<file path="config.mk">
export PLATFORM = sky130hd
export DESIGN_NAME = rx_wb_engine
export DESIGN_NICKNAME = d
export VERILOG_FILES = /design/src/rtl/rxwb_pkg.sv /design/src/rtl/rxwb_fields.sv /design/src/rtl/rxwb_split.sv /design/src/rtl/rxwb_wb_reg.sv /design/src/rtl/rx_wb_engine.sv
export SDC_FILE = /design/constraint.sdc
export NUM_CORES = 1
export LEC_CHECK = 0
export BUFFER_PORTS_ARGS = -buffer_cell sky130_fd_sc_hd__buf_2
export CAP_MARGIN = 25
export CORE_MARGIN = 3
export CORE_UTILIZATION = 49
export CTS_CLUSTER_DIAMETER = 60
export CTS_CLUSTER_SIZE = 14
export DETAILED_ROUTE_END_ITERATION = 6
export GPL_TIMING_DRIVEN = 0
export HOLD_SLACK_MARGIN = 0.15
export PLACE_DENSITY = 0.81
export SYNTH_ARGS = -nofsm -noshare
export SYNTH_HDL_FRONTEND = slang
export SYNTH_SLANG_ARGS = --single-unit
</file>
<file path="constraint.sdc">
create_clock -name clk -period 3.9 [get_ports clk]
set_input_delay 0 -clock clk [delete_from_list [all_inputs] [get_ports clk]]
set_output_delay 0 -clock clk [all_outputs]
set_load 0.02 [all_outputs]
</file>
<file path="src/rtl/rxwb_pkg.sv">
package rxwb_pkg;

    // Status byte, most significant field first (bit 7 .. bit 0).
    typedef struct packed {
        logic pif;    // bit 7
        logic ipcs;   // bit 6
        logic tcpcs;  // bit 5
        logic rsvd;   // bit 4, always zero
        logic vp;     // bit 3
        logic ixsm;   // bit 2
        logic eop;    // bit 1
        logic dd;     // bit 0
    } rx_stat_t;

    localparam int unsigned STAT_W = $bits(rx_stat_t);

endpackage

</file>
<file path="src/rtl/rxwb_fields.sv">
module rxwb_fields
    import rxwb_pkg::*;
#(
    parameter int unsigned TYPE_W = 16,
    parameter int unsigned ERR_W  = 8,
    parameter int unsigned CSUM_W = 16
) (
    input  logic              last,
    input  logic [TYPE_W-1:0] frame_type,
    input  logic [TYPE_W-1:0] vlan_type,
    input  logic              vlan_en,
    input  logic              ixsm,
    input  logic              ipcs,
    input  logic              tcpcs,
    input  logic              pif,
    input  logic [ERR_W-1:0]  err_in,
    input  logic [CSUM_W-1:0] csum_in,
    output rx_stat_t          stat,
    output logic [ERR_W-1:0]  err_out,
    output logic [CSUM_W-1:0] csum_out
);

    always_comb begin
        stat      = '0;
        stat.dd   = 1'b1;
        err_out   = '0;
        csum_out  = '0;
        if (last) begin
            stat.eop   = 1'b1;
            stat.ixsm  = ixsm;
            stat.vp    = vlan_en && (frame_type == vlan_type);
            stat.tcpcs = !ixsm && tcpcs;
            stat.ipcs  = !ixsm && ipcs;
            stat.pif   = pif;
            err_out    = err_in;
            csum_out   = csum_in;
        end
    end

endmodule

</file>
<file path="src/rtl/rxwb_split.sv">
module rxwb_split #(
    parameter int unsigned LEN_W = 12
) (
    input  logic             clk,
    input  logic             rst_n,
    input  logic             acc,
    input  logic             sop,
    input  logic             eop,
    input  logic [LEN_W-1:0] buf_size,
    output logic             close,
    output logic [LEN_W-1:0] len
);

    typedef struct packed {
        logic [LEN_W-1:0] cnt;
    } split_t;

    split_t           st_d, st_q;
    logic [LEN_W-1:0] base_d;

    always_comb begin
        st_d   = st_q;
        base_d = sop ? '0 : st_q.cnt;
        len    = base_d + 1'b1;
        close  = acc && (eop || (len >= buf_size));
        if (acc) begin
            st_d.cnt = close ? '0 : len;
        end
    end

    always_ff @(posedge clk) begin
        if (!rst_n) begin
            st_q <= '0;
        end else begin
            st_q <= st_d;
        end
    end

endmodule

</file>
<file path="src/rtl/rxwb_wb_reg.sv">
module rxwb_wb_reg
    import rxwb_pkg::*;
#(
    parameter int unsigned LEN_W  = 12,
    parameter int unsigned ERR_W  = 8,
    parameter int unsigned CSUM_W = 16
) (
    input  logic              clk,
    input  logic              rst_n,
    input  logic              load,
    input  logic [LEN_W-1:0]  len_in,
    input  logic [CSUM_W-1:0] csum_in,
    input  rx_stat_t          stat_in,
    input  logic [ERR_W-1:0]  err_in,
    input  logic              ready,
    output logic              busy,
    output logic              valid,
    output logic [LEN_W-1:0]  len,
    output logic [CSUM_W-1:0] csum,
    output rx_stat_t          stat,
    output logic [ERR_W-1:0]  err
);

    typedef struct packed {
        logic              valid;
        logic [LEN_W-1:0]  len;
        logic [CSUM_W-1:0] csum;
        rx_stat_t          stat;
        logic [ERR_W-1:0]  err;
    } rec_t;

    rec_t rec_d, rec_q;

    always_comb begin
        rec_d = rec_q;
        if (rec_q.valid && ready) begin
            rec_d.valid = 1'b0;
        end
        if (load) begin
            rec_d.valid = 1'b1;
            rec_d.len   = len_in;
            rec_d.csum  = csum_in;
            rec_d.stat  = stat_in;
            rec_d.err   = err_in;
        end
    end

    always_ff @(posedge clk) begin
        if (!rst_n) begin
            rec_q <= '0;
        end else begin
            rec_q <= rec_d;
        end
    end

    assign busy  = rec_q.valid && !ready;
    assign valid = rec_q.valid;
    assign len   = rec_q.len;
    assign csum  = rec_q.csum;
    assign stat  = rec_q.stat;
    assign err   = rec_q.err;

endmodule

</file>
<file path="src/rtl/rx_wb_engine.sv">
module rx_wb_engine
    import rxwb_pkg::*;
#(
    parameter int unsigned LEN_W  = 12,
    parameter int unsigned TYPE_W = 16,
    parameter int unsigned ERR_W  = 8,
    parameter int unsigned CSUM_W = 16
) (
    input  logic              clk,
    input  logic              rst_n,
    input  logic [LEN_W-1:0]  cfg_buf_size,
    input  logic [TYPE_W-1:0] cfg_vlan_type,
    input  logic              cfg_vlan_en,
    input  logic              in_valid,
    output logic              in_ready,
    input  logic              in_sop,
    input  logic              in_eop,
    input  logic [TYPE_W-1:0] sb_frame_type,
    input  logic              sb_ixsm,
    input  logic              sb_ipcs,
    input  logic              sb_tcpcs,
    input  logic              sb_pif,
    input  logic [ERR_W-1:0]  sb_err,
    input  logic [CSUM_W-1:0] sb_csum,
    output logic              wb_valid,
    input  logic              wb_ready,
    output logic [LEN_W-1:0]  wb_len,
    output logic [CSUM_W-1:0] wb_csum,
    output logic [STAT_W-1:0] wb_status,
    output logic [ERR_W-1:0]  wb_err
);

    logic              acc;
    logic              busy;
    logic              close;
    logic [LEN_W-1:0]  beat_len;
    rx_stat_t          stat_new;
    rx_stat_t          stat_out;
    logic [ERR_W-1:0]  err_new;
    logic [CSUM_W-1:0] csum_new;

    assign in_ready  = !busy;
    assign acc       = in_valid && in_ready;
    assign wb_status = stat_out;

    rxwb_split #(.LEN_W(LEN_W)) u_split (
        .clk      (clk),
        .rst_n    (rst_n),
        .acc      (acc),
        .sop      (in_sop),
        .eop      (in_eop),
        .buf_size (cfg_buf_size),
        .close    (close),
        .len      (beat_len)
    );

    rxwb_fields #(.TYPE_W(TYPE_W), .ERR_W(ERR_W), .CSUM_W(CSUM_W)) u_fields (
        .last       (in_eop),
        .frame_type (sb_frame_type),
        .vlan_type  (cfg_vlan_type),
        .vlan_en    (cfg_vlan_en),
        .ixsm       (sb_ixsm),
        .ipcs       (sb_ipcs),
        .tcpcs      (sb_tcpcs),
        .pif        (sb_pif),
        .err_in     (sb_err),
        .csum_in    (sb_csum),
        .stat       (stat_new),
        .err_out    (err_new),
        .csum_out   (csum_new)
    );

    rxwb_wb_reg #(.LEN_W(LEN_W), .ERR_W(ERR_W), .CSUM_W(CSUM_W)) u_wb (
        .clk     (clk),
        .rst_n   (rst_n),
        .load    (close),
        .len_in  (beat_len),
        .csum_in (csum_new),
        .stat_in (stat_new),
        .err_in  (err_new),
        .ready   (wb_ready),
        .busy    (busy),
        .valid   (wb_valid),
        .len     (wb_len),
        .csum    (wb_csum),
        .stat    (stat_out),
        .err     (wb_err)
    );

endmodule

</file>
==> results.json, run 1 <==
{
  "drtPass1Iterations": 4,
  "place_congestion": 0.884,
  "power_density_mw_per_mm2": 276,
  "detail_route.drc_violations": 0,
  "synth_nets": 445,
  "synth.yosys.seq_area_share_pct": 36.6,
  "drtIter0Drc": 142,
  "synth_area_mm2": 0.00307,
  "multiplexer_share_of_the_synthesized_area_pct": 14.4,
  "netlist.top_cell.by_area": "sky130_fd_sc_hd__dfxtp_1",
  "synth_area_per_cell_um2": 8.68,
  "maximum_ir_drop_on_the_vdd_rail_v": 0.000202,
  "async_flop_share_pct": 0,
  "layout_worst_path_cycle_share_pct": 85.9,
  "combinational_family_with_the_most_area_after_synthesis": "simple AND/OR/NAND/NOR gates",
  "count_of_unique_library_cells_instantiated_by_yosys": 37,
  "cts_root_buffer": "sky130_fd_sc_hd__clkbuf_8",
  "synth-edff-count": 0,
  "synth_fa_ha_area_share_pct": 5.31,
  "cts_tree": "yes",
  "finClkSkew_ns": 0.0151,
  "setup.worst_path.start_class": "flop",
  "die-width_um": 85.1,
  "worstPathCellList": "nor2b_1, ha_1, nand3_1, nor3_1, xnor2_1, ha_1, a21oi_1, a21boi_0, o41ai_1, o41a_1, buf_6, buf_12, mux2i_1",
  "grt_max_degree": 20,
  "layout_min_cycle_time_ns": 3.35,
  "totalWireLength_um": 9060,
  "critPathArrivalTime_ns": 3.60,
  "report.final.slew_viol_count": 0,
  "synth_top_flop_cell": "sky130_fd_sc_hd__dfxtp_1",
  "vias_per_cell": 5.33,
  "hold_slack_ns": 0.151,
  "worst_slew_margin_rel_pct": 57.6,
  "design.core.area_mm2": 0.00599,
  "htree_num_levels": 2,
  "sinks_on_the_clock_net": 56,
  "finish.net_count": 609,
  "globalRouteTotalUtil_pct": 24.4,
  "finish.utilization_pct": 70.4,
  "filler_free_cell_count_of_the_finished_design": 593,
  "tritoncts_buffers": 5,
  "synthesis.yosys.warnings": 0,
  "share_of_cells_above_drive_strength_1_pct": 28.2,
  "netlist_top_cells_area": "sky130_fd_sc_hd__dfxtp_1, sky130_fd_sc_hd__mux2i_1, sky130_fd_sc_hd__nand3_1, sky130_fd_sc_hd__nand2_1, sky130_fd_sc_hd__xnor2_1",
  "detail_route.wl_per_cell_um": 15.3,
  "met3_wirelength_um": 634,
  "p_total_w": 0.00116,
  "start_util_pct": 51.2,
  "wl_met1_um": 3560,
  "synthesized_area_fraction_occupied_by_and_or_nand_nor_cells_pct": 23.5,
  "dr_total_vias": 3159,
  "fp.dieArea_mm2": 0.00724,
  "postSynthRegisterBits": 56,
  "leakagePower_nw": 2.03,
  "clk_slew_on_worst_s_h_paths_ns": 0.11,
  "cts_post_setup_buffers_inserted": 0,
  "post_dp_hpwl_um": 6310,
  "diodes": 0,
  "grt_antenna_before_repair": 0,
  "final_hold_viol_count": 0,
  "synth_compound_gate_area_share_pct": 5.71,
  "critPathKind": "reg -> reg",
  "critical_path_sink_type": "flop",
  "die_h_um": 85.1,
  "first_global_vias": 3080,
  "run_status": "complete, no violations",
  "hold_path.class": "in -> reg",
  "detail-route-antenna-nets": 0,
  "crit_path_top_delay_cell": "sky130_fd_sc_hd__dfxtp_1",
  "pin_count": 125,
  "required_time_of_the_critical_path_ns": 4.15,
  "cell_occurring_most_often_along_the_worst_timing_path": "sky130_fd_sc_hd__ha_1",
  "post-synth-top-area-fraction_pct": 36.6,
  "rows": 28,
  "timing_limited_maximum_frequency_mhz": 298,
  "grt.overflow.total": 0,
  "crit_fanout": 10,
  "cap_violations": 0,
  "place.port_buffers": 122,
  "met2RoutedLength_um": 4790,
  "filler_cell_count": 433,
  "setup_viol_count_final": 0,
  "final.setup.tns_ns": 0,
  "clockBufferDepth": 2,
  "worst_skew_pair.late_latency_ns": 0.33,
  "topRoutingLayerUsed": "met4",
  "worst_pin_slew_ns": 0.631,
  "dp.cells": 550,
  "wire_length_of_the_first_global_routing_pass_um": 14400,
  "areaGrowthSynthToFinish_pct": 37.6,
  "syn-instance-count": 353,
  "grt_setup_unrepaired": "false",
  "slowest_delay_ns": 0.41,
  "xor_xnor_share_of_the_synthesized_area_pct": 6.86
}
## routing by layer
| metal | GRT usage (%) | vias to the layer above |
|---|---|---|
| met4 | 4.89 | 0 |
| li1 | - | 1542 |
| met1 | 28.6 | 1481 |
| met3 | 3.79 | 8 |
| met2 | 46.3 | 128 |
| met5 | 0 | - |
## critical path: cells and delay by family (launching register included)
family | cells | cell delay, ns
AOI/OAI and AO/OA | 4 | 0.84
xor gates and xnor gates | 1 | 0.21
adders and majority gates | 2 | 0.54
buffers and inverters | 2 | 0.35
DFF | 1 | 0.41
muxes | 1 | 0.21
and+or+nand+nor | 3 | 0.71
## area by class of cell
cell class	count	area, um2	area share [%]
well taps	75	93.8	2.23
clock buffers	5	68.8	1.63
plain buffers	25	174	4.12
inverters	15	56.3	1.34
multi-input cells	257	1710	40.7
repair buffers	157	961	22.8
clock inverters	3	27.5	0.653
flip-flops and latches	56	1120	26.6
## per-stage QoR
| step | setup slack, ns | cell area (um2) |
|---|---|---|
| after floorplan | 1.06 | 3070 |
| after global placement | 0.691 | 3770 |
| after detailed placement | 0.612 | 3770 |
| after CTS | 0.580 | 4220 |
| after global routing | 0.215 | 4220 |
| final | 0.549 | 4220 |
## cell families (layout without fill, tap and decap cells)
family / count (synthesis) / count (layout)
AOI/OAI and AO/OA: 24 / 24
DFF: 56 / 56
adders and majority gates: 13 / 13
and+or+nand+nor: 151 / 151
xor gates and xnor gates: 24 / 24
buffers and inverters: 40 / 205
muxes: 44 / 44
other: 1 / 1
## path summary, 6_finish.rpt
kind	slack (ns)	end	start	cells after the start
worst max-delay path	0.55	u_wb.csum[13]	u_split.st_q[0]	13
worst min-delay path	0.15	u_wb.valid	wb_ready	4
worst max register to register	0.55	u_wb.csum[13]	u_split.st_q[0]	13
worst min register to register	0.47	u_wb.csum[7]	u_wb.csum[7]	2
## report_power, final
part           total (W)  leakage (nW)  switching (W)  internal [W]
Combinational   0.000227          1.53       0.000115      0.000112
Sequential      0.000592         0.454     0.00000735      0.000584
Clock           0.000343        0.0463       0.000211      0.000132
Total            0.00116          2.03       0.000333      0.000829
## sequential cells by signal, summed over array words and instances (netlist names)
name,cells
u_wb.valid,1
u_split.st_q,12
u_wb.len,12
u_wb.err,8
u_wb.stat,7
u_wb.csum,16
## synth_stat cells, drive strengths merged (2+ instances only)
library cell and count:
nand3 48, mux2 2, a21oi 4, dfxtp 56
o41ai 3, o32ai 2, ha 13, buf 9
inv 15, nand4 9, xnor2 22, nor2 8
nand3b 2, o21ai 7, xor2 2, clkbuf 16
nand2b 8, o31ai 3, nor4 3, mux2i 42
nor2b 5, nor3 4, nand2 61
## cell usage in the layout, fill, tap and decap left out, types with 2 or more instances in the layout
| cell type | count |
|---|---|
| sky130_fd_sc_hd__buf_2 | 125 |
| sky130_fd_sc_hd__nand2_1 | 61 |
| sky130_fd_sc_hd__dfxtp_1 | 56 |
| sky130_fd_sc_hd__nand3_1 | 48 |
| sky130_fd_sc_hd__mux2i_1 | 42 |
| sky130_fd_sc_hd__dlygate4sd3_1 | 35 |
| sky130_fd_sc_hd__xnor2_1 | 22 |
| sky130_fd_sc_hd__clkbuf_1 | 16 |
| sky130_fd_sc_hd__inv_1 | 15 |
| sky130_fd_sc_hd__ha_1 | 13 |
| sky130_fd_sc_hd__nand4_1 | 9 |
| sky130_fd_sc_hd__nand2b_1 | 8 |
| sky130_fd_sc_hd__nor2_1 | 8 |
| sky130_fd_sc_hd__o21ai_0 | 6 |
| sky130_fd_sc_hd__clkbuf_8 | 5 |
| sky130_fd_sc_hd__nor3_1 | 4 |
| sky130_fd_sc_hd__nor2b_1 | 4 |
| sky130_fd_sc_hd__a21oi_1 | 4 |
| sky130_fd_sc_hd__buf_12 | 4 |
| sky130_fd_sc_hd__nor4_1 | 3 |
| sky130_fd_sc_hd__o31ai_1 | 3 |
| sky130_fd_sc_hd__o41ai_1 | 3 |
| sky130_fd_sc_hd__xor2_1 | 2 |
| sky130_fd_sc_hd__nand3b_1 | 2 |
| sky130_fd_sc_hd__mux2_2 | 2 |
| sky130_fd_sc_hd__o32ai_1 | 2 |
## what timing repair did
item	CTS	global route
endpoints found under the hold margin	33	0
resized for setup	0	0
hold buffers	35	0
setup endpoints to repair	0	0
No activity file was read; power rests on OpenSTA's default activity.
==> run 2: changes to the inputs <==
- REMOVE_ABC_BUFFERS: default -> 1
- SKIP_LAST_GASP: default -> 1
==> run 2 against run 1 <==
Effect of this change:
- count of clock-buffer cells in the layout increased by 1
- global-route usage decreased by 2.7 points
- total power increased by 3.1%
- critical path depth increased by 1
- sequential power about the same
- final area decreased by 2.0%
- sequential cell count unchanged
- die area unchanged
- first-iteration DRC count decreased by 16%
- core utilization decreased by 1.4 points
- sequential share of layout area increased by 0.56 points
- non-clock buffer count decreased by 22
- highest routed layer unchanged
==> results.json, run 2 (synthesis results as in run 1) <==
{
  "run_status": "complete, no violations",
  "grt_max_degree": 104,
  "worstPathCellList": "dlygate4sd3_1, buf_2, nor2b_1, ha_1, nand3_1, nor3_1, xnor2_1, ha_1, a21oi_1, a21boi_0, o41ai_1, o41a_4, buf_12, mux2i_1",
  "die_h_um": 85.1,
  "filler_cell_count": 477,
  "pin_count": 125,
  "tritoncts_buffers": 5,
  "final.setup.tns_ns": 0,
  "final_hold_viol_count": 0,
  "post_dp_hpwl_um": 5380,
  "clockBufferDepth": 2,
  "detail-route-antenna-nets": 0,
  "drtIter0Drc": 119,
  "design.core.area_mm2": 0.00599,
  "leakagePower_nw": 2.01,
  "hold_path.class": "in -> reg",
  "cell_occurring_most_often_along_the_worst_timing_path": "sky130_fd_sc_hd__ha_1",
  "share_of_cells_above_drive_strength_1_pct": 28.6,
  "diodes": 0,
  "finClkSkew_ns": 0.0107,
  "commonest_cells_after_routing_fill_and_taps_aside": "sky130_fd_sc_hd__buf_2, sky130_fd_sc_hd__nand2_1, sky130_fd_sc_hd__dfxtp_1",
  "detail_route.wl_per_cell_um": 14.1,
  "wire_length_of_the_first_global_routing_pass_um": 13000,
  "met3_usage_pct": 3.98,
  "cap_violations": 0,
  "grt_setup_unrepaired": "false",
  "totalWireLength_um": 8050,
  "grt.overflow.total": 0,
  "finish.net_count": 587,
  "start_util_pct": 51.2,
  "filler_free_cell_count_of_the_finished_design": 571,
  "setup.worst_path.start_class": "primary input",
  "dp.cells": 527,
  "cts_root_buffer": "sky130_fd_sc_hd__clkbuf_8",
  "globalRouteTotalUtil_pct": 21.6,
  "critical_path_sink_type": "flop",
  "layout_worst_path_cycle_share_pct": 87.9,
  "fp.dieArea_mm2": 0.00724,
  "reg2reg_setup_slack_ns": 0.50,
  "layout.cell_area.non_filler_mm2": 0.00413,
  "clk_slew_on_worst_s_h_paths_ns": 0.10,
  "critPathArrivalTime_ns": 3.66,
  "cts_tree": "yes",
  "postPlaceCellArea_mm2": 0.00363,
  "grt_antenna_before_repair": 0,
  "vias_per_cell": 5.20,
  "areaGrowthSynthToFinish_pct": 34.7,
  "die-width_um": 85.1,
  "largest_register_ff_count": 16,
  "worst_slew_margin_rel_pct": 34.3,
  "m2_gr_usage_pct": 39.0,
  "layout.cells.most_common": "sky130_fd_sc_hd__buf_2",
  "hold_slack_ns": 0.171,
  "place.port_buffers": 123,
  "dr_total_vias": 2972,
  "setup_viol_count_final": 0,
  "crit_fanout": 28,
  "crit_path_top_delay_cell": "sky130_fd_sc_hd__dlygate4sd3_1",
  "maximum_ir_drop_on_the_vdd_rail_v": 0.000201,
  "timing_limited_maximum_frequency_mhz": 292,
  "rows": 28,
  "worst_skew_pair.late_latency_ns": 0.30,
  "place_congestion": 0.841,
  "layout_min_cycle_time_ns": 3.43,
  "power_density_mw_per_mm2": 290,
  "worst_pin_slew_ns": 0.979,
  "sinks_on_the_clock_net": 56,
  "report.final.slew_viol_count": 0,
  "htree_num_levels": 2,
  "detail_route.drc_violations": 0,
  "drtPass1Iterations": 4,
  "first_global_vias": 2944,
  "slowest_delay_ns": 0.53,
  "busiest_layer": "met2",
  "critPathKind": "in -> reg",
  "globalRouteMet1Util_pct": 25.3,
  "required_time_of_the_critical_path_ns": 4.13
}
==> run 2: worst max-delay path: cells and delay by family <==
family | cells | cell delay, ns
adder cells (fa/ha/maj) | 2 | 0.54
AND/OR/NAND/NOR | 3 | 0.68
buffers and inverters | 3 | 0.96
AO/OA/AOI/OAI | 4 | 0.98
multiplexers | 1 | 0.23
XOR/XNOR | 1 | 0.21
==> run 2: per-layer routing <==
metal	routed length (um)	up-vias
met2	4180	87
met4	176	0
met5	0	-
met1	3300	1381
met3	382	17
li1	-	1487
==> run 2: report_power, final <==
group | leakage, nW | internal (W) | switching (W)
logic | 1.49 | 0.000103 | 0.000107
clock network | 0.0614 | 0.000210 | 0.000186
registers | 0.454 | 0.000584 | 0.00000691
total | 2.01 | 0.000897 | 0.000301
==> run 2: final cells by class <==
class                           instances  area [um2]  share of cell area, %
Multi-Input combinational cell        257        1730                   41.9
Sequential cell                        56        1120                   27.1
Timing Repair Buffer                  160        1010                   24.4
Tap cell                               75        93.8                   2.27
Clock buffer                            6        82.6                   2.00
Inverter                               15        56.3                   1.36
Clock inverter                          2        38.8                  0.939
==> run 2: worst paths after layout <==
kind	startpoint	to	depth (start not counted)
min	wb_ready	u_wb.valid	4
max	in_sop	u_wb.csum[15]	14
min reg2reg	u_wb.stat[0]	u_wb.stat[0]	2
max reg2reg	u_split.st_q[0]	u_wb.csum[15]	12
==> run 2: timing repair <==
item,4_1_cts,5_1_grt
hold buffers,35,0
buffers inserted,0,1
resized for setup,0,1
endpoints found under the hold margin,32,0
endpoints found under the setup margin,0,28
==> run 2: metrics by stage <==
stage	utilization (%)	total power (W)	setup slack, ns
after floorplan	-	0.000694	-0.216
after global placement	60.1	0.000779	-1.05
after detailed placement	60.6	0.000783	0.271
after CTS	68.5	0.00121	0.239
after global routing	68.9	0.00126	0.229
final	68.9	0.00120	0.470
==> run 3: changes to the inputs <==
==> constraint.sdc (replaced) <==
create_clock -name clk -period 3.9 [get_ports clk]
set_input_delay 0.39 -clock clk [delete_from_list [all_inputs] [get_ports clk]]
set_output_delay 0.39 -clock clk [all_outputs]
set_load 0.02 [all_outputs]
==> run 3 against run 2 <==
Effect of this change:
- count of clock-buffer cells in the layout did not move
- register-to-register slack hardly changed
- cell count fell by 6.1%
==> results.json, run 3 (synthesis results as in run 1) <==
{
  "detail_route.drc_violations": 0,
  "cts_root_buffer": "sky130_fd_sc_hd__clkbuf_8",
  "globalRouteTotalUtil_pct": 19.6,
  "critPathKind": "reg -> reg",
  "worst_skew_pair.late_latency_ns": 0.30,
  "largest_register_ff_count": 16,
  "critical_path_sink_type": "flop",
  "fp.dieArea_mm2": 0.00724,
  "final_hold_viol_count": 0,
  "rows": 28,
  "design.core.area_mm2": 0.00599,
  "tritoncts_buffers": 5,
  "place_congestion": 0.841,
  "layout.cells.most_common": "sky130_fd_sc_hd__buf_2",
  "dpl_worst_slack_ns": 0.0672,
  "drtPass1Iterations": 4,
  "timing_limited_maximum_frequency_mhz": 294,
  "report.final.slew_viol_count": 0,
  "vias_per_cell": 5.28,
  "run_status": "complete, no violations",
  "drtIter0Drc": 98,
  "hold_slack_ns": 0.315,
  "required_time_of_the_critical_path_ns": 4.13,
  "globalRouteMet1Util_pct": 22.8,
  "commonest_cells_after_routing_fill_and_taps_aside": "sky130_fd_sc_hd__buf_2, sky130_fd_sc_hd__nand2_1, sky130_fd_sc_hd__dfxtp_1",
  "setup.worst_path.start_class": "flop",
  "pin_count": 125,
  "grt_setup_unrepaired": "false",
  "htree_num_levels": 2,
  "critPathArrivalTime_ns": 3.63,
  "cap_violations": 0,
  "timing.final.ws_setup_ns": 0.500,
  "m2_gr_usage_pct": 35.8,
  "grt.overflow.total": 0,
  "hold_path.class": "in -> reg",
  "areaGrowthSynthToFinish_pct": 23.3,
  "finish.net_count": 552,
  "layout_worst_path_cycle_share_pct": 87.2,
  "die-width_um": 85.1,
  "totalWireLength_um": 7290,
  "place.port_buffers": 123,
  "wire_length_of_the_first_global_routing_pass_um": 11900,
  "first_global_vias": 2729,
  "met3_usage_pct": 3.79,
  "post_dp_hpwl_um": 5380,
  "share_of_cells_above_drive_strength_1_pct": 30.8,
  "layout_min_cycle_time_ns": 3.40,
  "clockBufferDepth": 2,
  "detail-route-antenna-nets": 0,
  "worst_pin_slew_ns": 1.03,
  "finish.utilization_pct": 63.1,
  "maximum_ir_drop_on_the_vdd_rail_v": 0.000200,
  "clk_slew_on_worst_s_h_paths_ns": 0.10,
  "sinks_on_the_clock_net": 56,
  "setup_viol_count_final": 0,
  "grt_antenna_before_repair": 0,
  "die_h_um": 85.1,
  "power_density_mw_per_mm2": 309,
  "final.setup.tns_ns": 0,
  "diodes": 0,
  "cts-hold-fix-buffers": 0,
  "detail_route.wl_per_cell_um": 13.6,
  "grt_max_degree": 104,
  "busiest_layer": "met2",
  "cts_tree": "yes",
  "worst_slew_margin_rel_pct": 31.2,
  "finClkSkew_ns": 0.0111,
  "crit_fanout": 28,
  "start_util_pct": 51.2,
  "leakagePower_nw": 1.87,
  "dr_total_vias": 2830
}
==> run 3: path summary, 6_finish.rpt <==
check,from,end,slack (ns),cells past startpoint
worst max register to register,u_split.st_q[0],u_wb.csum[15],0.50,12
worst min-delay path,sb_tcpcs,u_wb.stat[5],0.32,3
worst max-delay path,u_split.st_q[0],u_wb.csum[15],0.50,12
worst min register to register,u_wb.stat[0],u_wb.stat[0],0.46,2
==> run 3: critical path, stage by stage (launching register included) <==
cell                       delay, ns
sky130_fd_sc_hd__dfxtp_1        0.41
sky130_fd_sc_hd__nor2b_1        0.25
sky130_fd_sc_hd__ha_1           0.22
sky130_fd_sc_hd__nand3_1        0.18
sky130_fd_sc_hd__nor3_1         0.27
sky130_fd_sc_hd__xnor2_1        0.21
sky130_fd_sc_hd__ha_1           0.32
sky130_fd_sc_hd__a21oi_1        0.12
sky130_fd_sc_hd__a21boi_0       0.14
sky130_fd_sc_hd__o41ai_1        0.45
sky130_fd_sc_hd__o41a_4         0.27
sky130_fd_sc_hd__buf_12         0.21
sky130_fd_sc_hd__mux2i_1        0.23
==> run 3: report_power, final <==
group	switching, W	total, W	internal (W)
sequential	0.00000643	0.000591	0.000584
clock	0.000186	0.000396	0.000210
combinational	0.000102	0.000183	0.0000808
==> run 3: per-stage QoR <==
stage          std cells  total power (W)  cell area [um2]
2_1_floorplan        328         0.000694             2890
3_3_place_gp         526         0.000779             3600
3_5_place_dp         527         0.000783             3630
4_1_cts              535          0.00119             3750
5_1_grt              536          0.00123             3780
6_report             536          0.00117             3780
==> run 3: per-layer routing <==
layer	share of wire (%)	wire length (um)
met5	0	0
met4	1.5	110
met3	5.7	415
met2	50	3650
met1	43	3110
==> run 3: cell type report <==
class | instances | area, um2
fillers | 523 | 2210
multi-input cells | 257 | 1730
flip-flops and latches | 56 | 1120
repair buffers | 125 | 658
well taps | 75 | 93.8
clock buffers | 6 | 82.6
inverters | 15 | 56.3
clock inverters | 2 | 38.8
==> run 3: timing repair <==
item	4_1_cts	5_1_grt
resized for setup	0	1
setup buffers	0	1
setup endpoints to repair	0	27
